[src/rtl/smt_ctl_pkg.sv]
package smt_ctl_pkg;
  localparam int NUM_THR = 2;
  localparam int TID_W   = 1;
  typedef logic [TID_W-1:0] tid_t;
endpackage

[src/rtl/smt_pair_arb.sv]
// Two-way selector: higher effective priority wins, ties rotate.
module smt_pair_arb
  import smt_ctl_pkg::*;
#(
  parameter int PRIO_W = 3
) (
  input  logic              clk,
  input  logic              rst_n,
  input  logic [1:0]        req,
  input  logic [PRIO_W-1:0] eff0,
  input  logic [PRIO_W-1:0] eff1,
  input  logic              adv,
  output logic              gnt_vld,
  output tid_t              gnt_tid
);
  tid_t last_q;

  always_comb begin
    gnt_vld = |req;
    gnt_tid = '0;
    unique case (req)
      2'b01:   gnt_tid = 1'b0;
      2'b10:   gnt_tid = 1'b1;
      2'b11: begin
        if (eff0 > eff1)      gnt_tid = 1'b0;
        else if (eff1 > eff0) gnt_tid = 1'b1;
        else                  gnt_tid = ~last_q;
      end
      default: gnt_tid = '0;
    endcase
  end

  // reset to 1 so the first tie goes to thread 0
  always_ff @(posedge clk) begin
    if (!rst_n)              last_q <= 1'b1;
    else if (adv && gnt_vld) last_q <= gnt_tid;
  end
endmodule

[src/rtl/smt_thr_state.sv]
// Per-thread state: priority, group count, stall and pending flush.
module smt_thr_state #(
  parameter int PRIO_W   = 3,
  parameter int OCC_W    = 5,
  parameter int RST_PRIO = 4
) (
  input  logic              clk,
  input  logic              rst_n,
  input  logic              prio_we,
  input  logic [PRIO_W-1:0] prio_wd,
  input  logic              alloc,
  input  logic              retire,
  input  logic              ll_start,
  input  logic              ll_done,
  input  logic              flush_ack,
  output logic [PRIO_W-1:0] prio,
  output logic [OCC_W-1:0]  occ,
  output logic              stall,
  output logic              flush_pend
);
  logic dec_ok;
  assign dec_ok = retire && (occ != '0);

  always_ff @(posedge clk) begin
    if (!rst_n) begin
      prio       <= PRIO_W'(RST_PRIO);
      occ        <= '0;
      stall      <= 1'b0;
      flush_pend <= 1'b0;
    end else begin
      if (prio_we) prio <= prio_wd;
      if (alloc && !dec_ok)      occ <= occ + 1'b1;
      else if (!alloc && dec_ok) occ <= occ - 1'b1;
      if (ll_start)     stall <= 1'b1;
      else if (ll_done) stall <= 1'b0;
      if (ll_start)       flush_pend <= 1'b1;
      else if (flush_ack) flush_pend <= 1'b0;
    end
  end
endmodule

[src/rtl/smt_thread_ctl.sv]
module smt_thread_ctl
  import smt_ctl_pkg::*;
#(
  parameter int PRIO_W     = 3,
  parameter int MISS_W     = 4,
  parameter int ROB_GROUPS = 20,
  parameter int THRESH_RST = 12,
  parameter int PRIO_RST   = 4,
  localparam int OCC_W     = $clog2(ROB_GROUPS + 1)
) (
  input  logic                       clk,
  input  logic                       rst_n,
  input  logic [NUM_THR-1:0]         prio_wr_en,
  input  logic [NUM_THR*PRIO_W-1:0]  prio_wr_data,
  input  logic                       thresh_wr_en,
  input  logic [OCC_W-1:0]           thresh_wr_data,
  input  logic [NUM_THR*MISS_W-1:0]  l2_miss_cnt,
  input  logic [NUM_THR-1:0]         longlat_start,
  input  logic [NUM_THR-1:0]         longlat_done,
  input  logic [NUM_THR-1:0]         grp_avail,
  input  logic [NUM_THR-1:0]         grp_retire,
  output logic                       fetch_vld,
  output tid_t                       fetch_tid,
  output logic [NUM_THR-1:0]         dec_en,
  output logic                       disp_valid,
  input  logic                       disp_ready,
  output tid_t                       disp_tid,
  output logic                       flush_vld,
  output tid_t                       flush_tid
);
  localparam logic [OCC_W:0] ROB_LIM = (OCC_W+1)'(ROB_GROUPS);

  logic [OCC_W-1:0]          thresh_q;
  logic [NUM_THR*PRIO_W-1:0] prio_flat;
  logic [NUM_THR*OCC_W-1:0]  occ_flat;
  logic [PRIO_W-1:0]         eff [NUM_THR];
  logic [NUM_THR-1:0]        stall, pend, ack, alloc, fetch_req, disp_req;
  logic [OCC_W:0]            occ_sum;
  logic                      room, disp_hs;

  always_ff @(posedge clk) begin
    if (!rst_n)            thresh_q <= OCC_W'(THRESH_RST);
    else if (thresh_wr_en) thresh_q <= thresh_wr_data;
  end

  assign disp_hs = disp_valid && disp_ready;

  for (genvar t = 0; t < NUM_THR; t++) begin : g_thr
    logic [PRIO_W-1:0] prio;
    logic [OCC_W-1:0]  occ;

    assign alloc[t] = disp_hs && (disp_tid == TID_W'(t));
    assign ack[t]   = flush_vld && (flush_tid == TID_W'(t));

    smt_thr_state #(
      .PRIO_W(PRIO_W), .OCC_W(OCC_W), .RST_PRIO(PRIO_RST)
    ) u_state (
      .clk       (clk),
      .rst_n     (rst_n),
      .prio_we   (prio_wr_en[t]),
      .prio_wd   (prio_wr_data[t*PRIO_W +: PRIO_W]),
      .alloc     (alloc[t]),
      .retire    (grp_retire[t]),
      .ll_start  (longlat_start[t]),
      .ll_done   (longlat_done[t]),
      .flush_ack (ack[t]),
      .prio      (prio),
      .occ       (occ),
      .stall     (stall[t]),
      .flush_pend(pend[t])
    );

    assign prio_flat[t*PRIO_W +: PRIO_W] = prio;
    assign occ_flat[t*OCC_W +: OCC_W]    = occ;
    // throttled thread falls to the lowest live priority
    assign eff[t]       = (occ > thresh_q) ? PRIO_W'(1) : prio;
    assign fetch_req[t] = (prio != '0);
    assign dec_en[t]    = (prio != '0) && (l2_miss_cnt[t*MISS_W +: MISS_W] == '0) && !stall[t];
    assign disp_req[t]  = dec_en[t] && grp_avail[t] && room;
  end

  assign occ_sum = {1'b0, occ_flat[0 +: OCC_W]} + {1'b0, occ_flat[OCC_W +: OCC_W]};
  assign room    = (occ_sum < ROB_LIM);

  smt_pair_arb #(.PRIO_W(PRIO_W)) u_fetch_arb (
    .clk(clk), .rst_n(rst_n), .req(fetch_req),
    .eff0(eff[0]), .eff1(eff[1]), .adv(1'b1),
    .gnt_vld(fetch_vld), .gnt_tid(fetch_tid)
  );

  smt_pair_arb #(.PRIO_W(PRIO_W)) u_disp_arb (
    .clk(clk), .rst_n(rst_n), .req(disp_req),
    .eff0(eff[0]), .eff1(eff[1]), .adv(disp_ready),
    .gnt_vld(disp_valid), .gnt_tid(disp_tid)
  );

  // thread 0 flush first when both are pending
  assign flush_vld = |pend;
  assign flush_tid = pend[0] ? TID_W'(0) : TID_W'(1);
endmodule

[config.mk]
export PLATFORM = sky130hd
export DESIGN_NAME = smt_thread_ctl
export DESIGN_NICKNAME = d
export VERILOG_FILES = /design/src/rtl/smt_ctl_pkg.sv /design/src/rtl/smt_pair_arb.sv /design/src/rtl/smt_thr_state.sv /design/src/rtl/smt_thread_ctl.sv
export SDC_FILE = /design/constraint.sdc
export NUM_CORES = 1
export LEC_CHECK = 0
export BUFFER_PORTS_ARGS = -buffer_cell sky130_fd_sc_hd__clkbuf_2
export CORE_MARGIN = 4
export CORE_UTILIZATION = 55
export DETAILED_ROUTE_END_ITERATION = 10
export PLACE_DENSITY_LB_ADDON = 0.3
export SLEW_MARGIN = 20
export SYNTH_ARGS = -nofsm -noshare
export SYNTH_HDL_FRONTEND = slang
export SYNTH_SLANG_ARGS = --single-unit
[constraint.sdc]
create_clock -name clk -period 6.95 [get_ports clk]
set_clock_uncertainty 0.1 [all_clocks]
set_input_delay 0.695 -clock clk [delete_from_list [all_inputs] [get_ports clk]]
set_output_delay 0.695 -clock clk [all_outputs]
set_load 0.03 [all_outputs]
==> results of run 1 <==
[flip-flops by register name (all words and copies together), names as in the netlist]
signal                    flops
g_thr.u_state.flush_pend      2
g_thr.u_state.occ            10
g_thr.u_state.prio            6
g_thr.u_state.stall           2
thresh_q                      5
u_disp_arb.last_q             1
u_fetch_arb.last_q            1
[synth_stat cells, types with 2 or more instances]
master / count / share of area (%)
a21boi_1: 2 / 0.80
a21o_1: 5 / 2.0
a21oi_1: 12 / 3.2
and2_1: 7 / 2.3
clkbuf_1: 5 / 1.0
dfxtp_1: 27 / 29
fa_1: 2 / 2.1
ha_1: 25 / 17
inv_1: 10 / 2.0
mux2i_1: 13 / 6.9
nand2_1: 11 / 2.2
nand2b_1: 2 / 0.67
nand3_1: 2 / 0.53
nand4_1: 2 / 0.67
nor2_1: 6 / 1.2
nor2b_1: 16 / 5.3
nor3_1: 5 / 1.3
nor3_2: 2 / 1.1
o211ai_1: 4 / 1.6
o21a_1: 5 / 2.0
o21ai_0: 10 / 2.7
or2_2: 2 / 0.67
or3_1: 2 / 0.67
or4_1: 3 / 1.2
xnor2_1: 6 / 2.8
xor2_1: 2 / 0.93
[metal layers]
metal | GRT usage, % | vias to the layer above | wire [um]
li1 | - | 789 | -
met2 | 31.0 | 24 | 1740
met4 | 2.28 | 0 | 19
met1 | 23.1 | 654 | 1710
met5 | 0 | - | 0
met3 | 3.57 | 2 | 135
[kinds of logic (layout without fill, tap and decap cells)]
kind of cell,Yosys count,count (layout)
simple gates,66,66
mux,13,13
fa+ha+maj,27,27
flops,27,27
buf+inv,15,54
xor+xnor,8,8
compound gates,44,44
[worst reg2reg max path, stage by stage, from the launching register on]
cell	delay (ns)
dfxtp_1	0.48
ha_1	0.30
nor2b_1	0.14
o21a_1	0.16
o21ai_0	0.15
a21oi_1	0.10
or2_2	0.29
ha_1	0.26
and3_1	0.16
a21oi_1	0.24
o21ai_2	0.10
nor2_1	0.13
ha_1	0.19
inv_1	0.11
fa_1	0.42
a21o_1	0.18
a21oi_1	0.17
xnor2_1	0.08
or3_1	0.31
a21boi_1	0.14
[power by group through the flow]
stage          clock, mW  combinational [mW]  sequential [mW]
2_1_floorplan          0               0.331            0.217
3_3_place_gp           0               0.386            0.230
3_5_place_dp           0               0.395            0.231
6_report          0.0672               0.395            0.227
5_1_grt           0.0774               0.450            0.233
4_1_cts           0.0697               0.398            0.227
[metrics by stage]
stage / area [sq um] / hold slack [ns] / cells
floorplan: 1880 / 0.365 / 200
global placement: 2110 / 0.377 / 279
detailed placement: 2110 / 0.393 / 279
CTS: 2140 / 0.423 / 283
global route: 2140 / 0.451 / 283
finish: 2140 / 0.420 / 283
[worst paths after layout]
kind	end
setup / recovery	g_thr[1].u_state.occ[4]$_SDFFE_PN0P_
hold / removal	g_thr[1].u_state.flush_pend$_SDFFE_PN0P_
setup reg to reg	g_thr[1].u_state.occ[4]$_SDFFE_PN0P_
hold reg to reg	g_thr[1].u_state.flush_pend$_SDFFE_PN0P_
[final cells by class]
type / count / area, sq um
clock inverters: 1 / 5.00
inverters: 10 / 37.5
clock buffers: 3 / 22.5
multi-input cells: 158 / 1280
fillers: 287 / 1010
well taps: 44 / 55.1
flip-flops and latches: 27 / 541
repair buffers: 40 / 200
==> key figures, run 1 <==
STA
  • Fmax: around 230 MHz
  • Worst slew margin: a little over three fifths
  • Final slew viol count: 0
  • Tcrit/Tclk final: 61.4%
  • Final Hold Viols: 0
  • Setup TNS: 0 ns
  • Final worst slack: 2.68 ns
  • Min Tclk post-route: about 4.3 ns
  • Unrepaired setup endpoints after global routing: false
  • Final setup viols: 0
  • Worst Tran Pin Value: between 0.5 and 0.6 ns

Worst hold path
  • Hold Startpoint: g_thr[1].u_state.flush_pend$_SDFFE_PN0P_
  • HP Class: flop to flop
  • Cell depth of the worst hold path: 2

Global route
  • First-pass GRT wire length: a little over 6000 um
  • Vias in the first global route: 1399
  • Antenna violations before repair: 0
  • Total track usage: around 18%
  • Largest net degree at the start of global routing: 28
  • GR Overflow Total: 0

Run status
  • Status: completed

Place
  • Pre-CTS setup slack: 2.70 ns
  • RD Place Congestion: roughly 0.80
  • DP Wirelength: between 2000 and 3000 um
  • Port Buffer Count: 40

Synthesis
  • Total of warnings raised by yosys: 0
  • Synthesized-area fraction occupied by adder cells: 18.8%
  • Primary FF master, synth: dfxtp_1
  • Simple-Gate Fraction of Synth Area: a little over a fifth
  • Synth Area in XOR/XNOR: under 10%
  • Post-synthesis cell count: 200
  • Post-synth EDFFs: 0
  • Synth Register Bits: 27
  • Mux share of post-synthesis cell area: under 10%
  • Post-synthesis sequential area ratio: 28.8%
  • Synth async-reset ratio: 0%
  • Synthesized area per cell: about 9.4 sq um
  • Mapped Area: 0.00188 sq mm
  • Fraction of the mapped netlist area in compound gates: 17.0%
  • Distinct cell type count of the synthesized netlist: 38
  • Syn_nets: 260
  • Largest family of logic cells by synthesized area: simple AND/OR/NAND/NOR gates

Critical path
  • Reg2Reg Depth: 19
  • Critical path arrival: about 4.4 ns
  • Worst Setup SP: g_thr[0].u_state.occ[1]$_SDFFE_PN0P_
  • Worst EP required: 7.12 ns
  • Startpoint types: flop
  • R2R Path Start: g_thr[0].u_state.occ[1]$_SDFFE_PN0P_
  • Critical path depth: 19
  • Biggest cell delay along the critical path: 0.48 ns
  • CP delay by family, top: compound AO/OA/AOI/OAI gates
  • Slowest cell on crit path: dfxtp_1
  • CP max FO: 6
  • Crit end category: flop
  • WS Path Type: flop to flop
  • R2R Setup Slk: approximately 2.7 ns
  • CP cell instances: ha_1, nor2b_1, o21a_1, o21ai_0, a21oi_1, or2_2, ha_1, and3_1, a21oi_1, o21ai_2, nor2_1, ha_1, inv_1, fa_1, a21o_1, a21oi_1, xnor2_1, or3_1, a21boi_1
  • Worst Path Buf+Inv: 1

Power
  • Power share of the sequential group: between 30% and 40%
  • PwrDens: 322 mW/mm^2
  • Leakage: ~1 nW
  • Overall power: 689 uW
  • Internal: 407 uW
  • Clock share of power: ~9.8%
  • Peak VDD IR: about 0.22 mV
  • P_sw: roughly 280 uW
  • Sw frac: about two fifths
  • Comb power frac: between 50% and 60%

Cells and area
  • Layout net count: 300
  • Commonest non-fill, non-tap cell in the layout: clkbuf_2
  • P&R area growth vs syn: 14.1%
  • Most frequent cells in the layout: clkbuf_2, dfxtp_1, ha_1, nor2b_1, mux2i_1
  • Fin util: approximately 68%
  • Share of cells above drive strength 1: 23.4%
  • Ant diodes: 0

Clock tree
  • Clock slew at reported path FFs: 0.14 ns
  • CTS Buf Count: 3
  • Setup Buffers After CTS: 0
  • Post-cts resize count: 0
  • Hold-fix buffers, CTS: 0
  • H-tree depth: 1
  • CTS tree: built
  • Worst skew pair latency: about 0.32 ns
  • Root Buffer: clkbuf_4
  • Clock sink total: 27
  • Max Root-Sink Buffers: 2

Die
  • Initial Utilization: between 50% and 60%
  • Die Wd: 66.4 um
  • Core area: between 0.003 and 0.004 sq mm
  • Die area: between 0.004 and 0.005 sq mm
  • Height of the die: ~66 um
  • I/O Pins: just over 40
  • Std cell rows: 20

Job
  • MaxCap Viol Count: 0

Detailed routing
  • Overall via count from detail_route: around 1500
  • Antenna-violating nets left: 0
  • DRT Pass-1 Iters: 5
  • Drt wl/cell: 12.7 um
  • 1st-iter DRT viols: 26
  • DRC viols: 0
  • WL final: roughly 3600 um
  • Vias per cell: roughly 5.2
No activity file was read; power rests on OpenSTA's default activity.
==> inputs of run 2 (changes only) <==
--- a/config.mk
+++ b/config.mk
@@ -7,7 +7,7 @@
 export LEC_CHECK = 0
 export BUFFER_PORTS_ARGS = -buffer_cell sky130_fd_sc_hd__clkbuf_2
 export CORE_MARGIN = 4
-export CORE_UTILIZATION = 55
+export CORE_UTILIZATION = 49
 export DETAILED_ROUTE_END_ITERATION = 10
 export PLACE_DENSITY_LB_ADDON = 0.3
 export SLEW_MARGIN = 20
==> constraint.sdc (replaced) <==
create_clock -name clk -period 3.7 [get_ports clk]
set_clock_uncertainty 0.1 [all_clocks]
set_input_delay 0.37 -clock clk [delete_from_list [all_inputs] [get_ports clk]]
set_output_delay 0.37 -clock clk [all_outputs]
set_load 0.03 [all_outputs]
==> run 2 against run 1 <==
  * The run now ends with negative setup slack left
  * Design area up 19%
  * Clock-buffer cell count up 1
  * Global-route usage down 0.37 points
  * Via count up 9.9%
  * Sequential share of layout area down 4.0 points
  * Power up 140%
  * Routed wire length up 20%
  * Clock power rose to 2.5 times the previous value
  * Setup slack worse by 2.8 ns
  * Die area up 11%
  * First-iteration DRC count up 38%
  * Critical endpoint is now g_thr[0].u_state.occ[4]$_SDFFE_PN0P_
==> key figures, run 2 (synthesis gave the netlist of run 1 again) <==
Run status
  • Status: finished, violations left
  • Violated checks: negative setup slack

Global route
  • Vias in the first global route: 1610
  • First-pass GRT wire length: between 7000 and 8000 um
  • Total track usage: between 10% and 20%
  • GR Overflow Total: 0
  • Antenna violations before repair: 0
  • Largest net degree at the start of global routing: 28

Cells and area
  • Share of cells above drive strength 1: 42.6%
  • Non-filler cells, final: ~310
  • P&R area growth vs syn: 36.0%
  • Layout net count: about 320
  • Max reg flops: 10
  • Most frequent cells in the layout: clkbuf_2, dfxtp_1, buf_4, ha_1, nor2b_1
  • Commonest non-fill, non-tap cell in the layout: clkbuf_2
  • Reg with most FFs: g_thr.u_state.occ
  • Ant diodes: 0
  • Top Registers: g_thr.u_state.occ: 10 flops, g_thr.u_state.prio: 6 flops, thresh_q: 5 flops
  • Fin util: about 69%

Die
  • Die area: slightly below 0.005 sq mm
  • Height of the die: approximately 70 um
  • Initial Utilization: around 51%
  • Std cell rows: 22
  • Die Wd: 69.9 um
  • I/O Pins: 41
  • Core area: between 0.003 and 0.004 sq mm

Clock tree
  • Root Buffer: clkbuf_8
  • Clock slew at reported path FFs: around 0.10 ns
  • Clock sink total: 27
  • Worst skew pair latency: between 0.2 and 0.3 ns
  • CTS tree: built
  • Max Root-Sink Buffers: 2
  • H-tree depth: 1
  • CTS Buf Count: 3

Critical path
  • Worst EP required: about 3.8 ns
  • WS Path Type: flop to flop
  • Most used cell along the critical path: a21oi_2
  • Critical path arrival: 3.89 ns
  • CP max FO: 4
  • Worst r2r dst: g_thr[0].u_state.occ[4]$_SDFFE_PN0P_
  • Slowest cell on crit path: dfxtp_2
  • Reg2Reg Depth: 20
  • R2R Path Start: thresh_q[1]$_SDFFE_PN0P_
  • Biggest cell delay along the critical path: ~0.36 ns
  • Crit end category: flop
  • CP cell instances: inv_4, ha_4, nor2b_4, o21a_1, o21ai_2, a21oi_2, nor2b_2, ha_4, a21oi_2, o21a_1, a21oi_4, a211oi_2, ha_2, inv_4, fa_2, a21o_1, a21oi_2, xnor2_1, or3_1, a21boi_1
  • R2R Setup Slk: -0.09 ns
  • Startpoint types: flop

Place
  • RD Place Congestion: between 0.7 and 0.8
  • DP Wirelength: 3100 um
  • Inst Count DP: between 300 and 400
  • Port Buffer Count: 40
  • Pre-CTS setup slack: -0.204 ns

Power
  • Leakage: about 1.2 nW
  • Internal: 999 uW
  • Power share of the sequential group: between 20% and 30%
  • Clock share of power: 10.3%
  • Sw frac: 39.8%
  • PwrDens: between 600 and 700 mW/mm^2
  • P_sw: between 600 and 700 uW
  • Comb power frac: 66.0%
  • Peak VDD IR: roughly 0.37 mV

Detailed routing
  • Vias per cell: approximately 5.2
  • DRC viols: 0
  • Overall via count from detail_route: roughly 1600
  • Drt wl/cell: 13.9 um
  • Antenna-violating nets left: 0
  • 1st-iter DRT viols: 36
  • DRT Pass-1 Iters: 4
  • WL final: 4320 um

STA
  • Final slew viol count: 0
  • Final Hold Viols: 0
  • Min Tclk post-route: 3.79 ns
  • Fmax: 264 MHz
  • Worst slew margin: approximately two thirds
  • WHS: 0.207 ns
  • Tcrit/Tclk final: 102%
  • Worst Tran Pin Value: 0.507 ns
  • Final worst slack: -0.0857 ns
  • Unrepaired setup endpoints after global routing: true
  • Final setup viols: 2

Job
  • MaxCap Viol Count: 0

Worst hold path
  • HP Class: input port to flop
  • Cell depth of the worst hold path: 3
  • Hold Startpoint: prio_wr_data[2]
  • Hold endpoint: g_thr[0].u_state.prio[2]$_SDFFE_PN1P_
run 2: cell count changes in the layout (fill, tap and decap cells not counted), sizes merged:
| cell | change |
|---|---|
| buf | +24 |
| clkbuf | +1 |
| clkinv | -1 |
run 2: layout make-up:
class	instances	area, sq um
tap	48	60.1
timing repair buffer	64	380
inverter	10	45.0
sequential	27	543
fill	305	1140
clock buffer	4	45.0
multi-input combinational	158	1480
run 2: per-stage QoR:
step	setup TNS (ns)	area, sq um	power (mW)
finish	-0.141	2550	1.66
global route	-0.903	2550	1.80
CTS	-0.0934	2440	1.56
detailed placement	-0.622	2300	1.30
global placement	-0.425	2300	1.28
floorplan	0	1900	1.06
run 2: critical path, delay by kind of cell, from the launching register on:
kind / cells / cell delay (ns)
AND/OR/NAND/NOR: 3 / 0.59
XOR/XNOR: 1 / 0.08
flip-flops: 1 / 0.36
adder cells (fa/ha/maj): 4 / 1.05
buffers and inverters: 2 / 0.12
AO/OA/AOI/OAI: 10 / 1.43
run 2: worst max-delay path by stage:
stage,startpoint,to,slack (ns),cells after the start
CTS,thresh_q[1]$_SDFFE_PN0P_,g_thr[1].u_state.occ[4]$_SDFFE_PN0P_,-0.05,21
detailed placement,thresh_q[1]$_SDFFE_PN0P_,g_thr[0].u_state.occ[4]$_SDFFE_PN0P_,-0.20,20
global placement,thresh_q[1]$_SDFFE_PN0P_,g_thr[0].u_state.occ[4]$_SDFFE_PN0P_,-0.18,20
global route,thresh_q[1]$_SDFFE_PN0P_,g_thr[1].u_state.occ[4]$_SDFFE_PN0P_,-0.30,21
finish,thresh_q[1]$_SDFFE_PN0P_,g_thr[0].u_state.occ[4]$_SDFFE_PN0P_,-0.09,20
floorplan,g_thr[1].u_state.occ[1]$_SDFFE_PN0P_,g_thr[0].u_state.occ[4]$_SDFFE_PN0P_,0.02,19
run 2: timing repair:
action	in CTS	in global routing
pin swaps	11	13
resized for setup	19	15
setup endpoints to repair	4	5
hold buffers	0	0
setup buffers	2	1
run 2: layer usage:
layer  vias up  GRT usage, %  routed length (um)  share of wire, %
li1        837             -                   -                 -
met1       752          24.0                2080                48
met2        20          28.8                2100                49
met3         5          2.16                  97               2.2
met4         0          4.47                  37              0.86
met5         -             0                   0                 0
run 2: power by group through the flow:
stage | clock, mW | combinational [mW] | sequential [mW]
3_5_place_dp | 0 | 0.911 | 0.392
6_report | 0.170 | 1.09 | 0.393
5_1_grt | 0.187 | 1.22 | 0.400
2_1_floorplan | 0 | 0.645 | 0.410
3_3_place_gp | 0 | 0.893 | 0.390
4_1_cts | 0.176 | 0.993 | 0.392
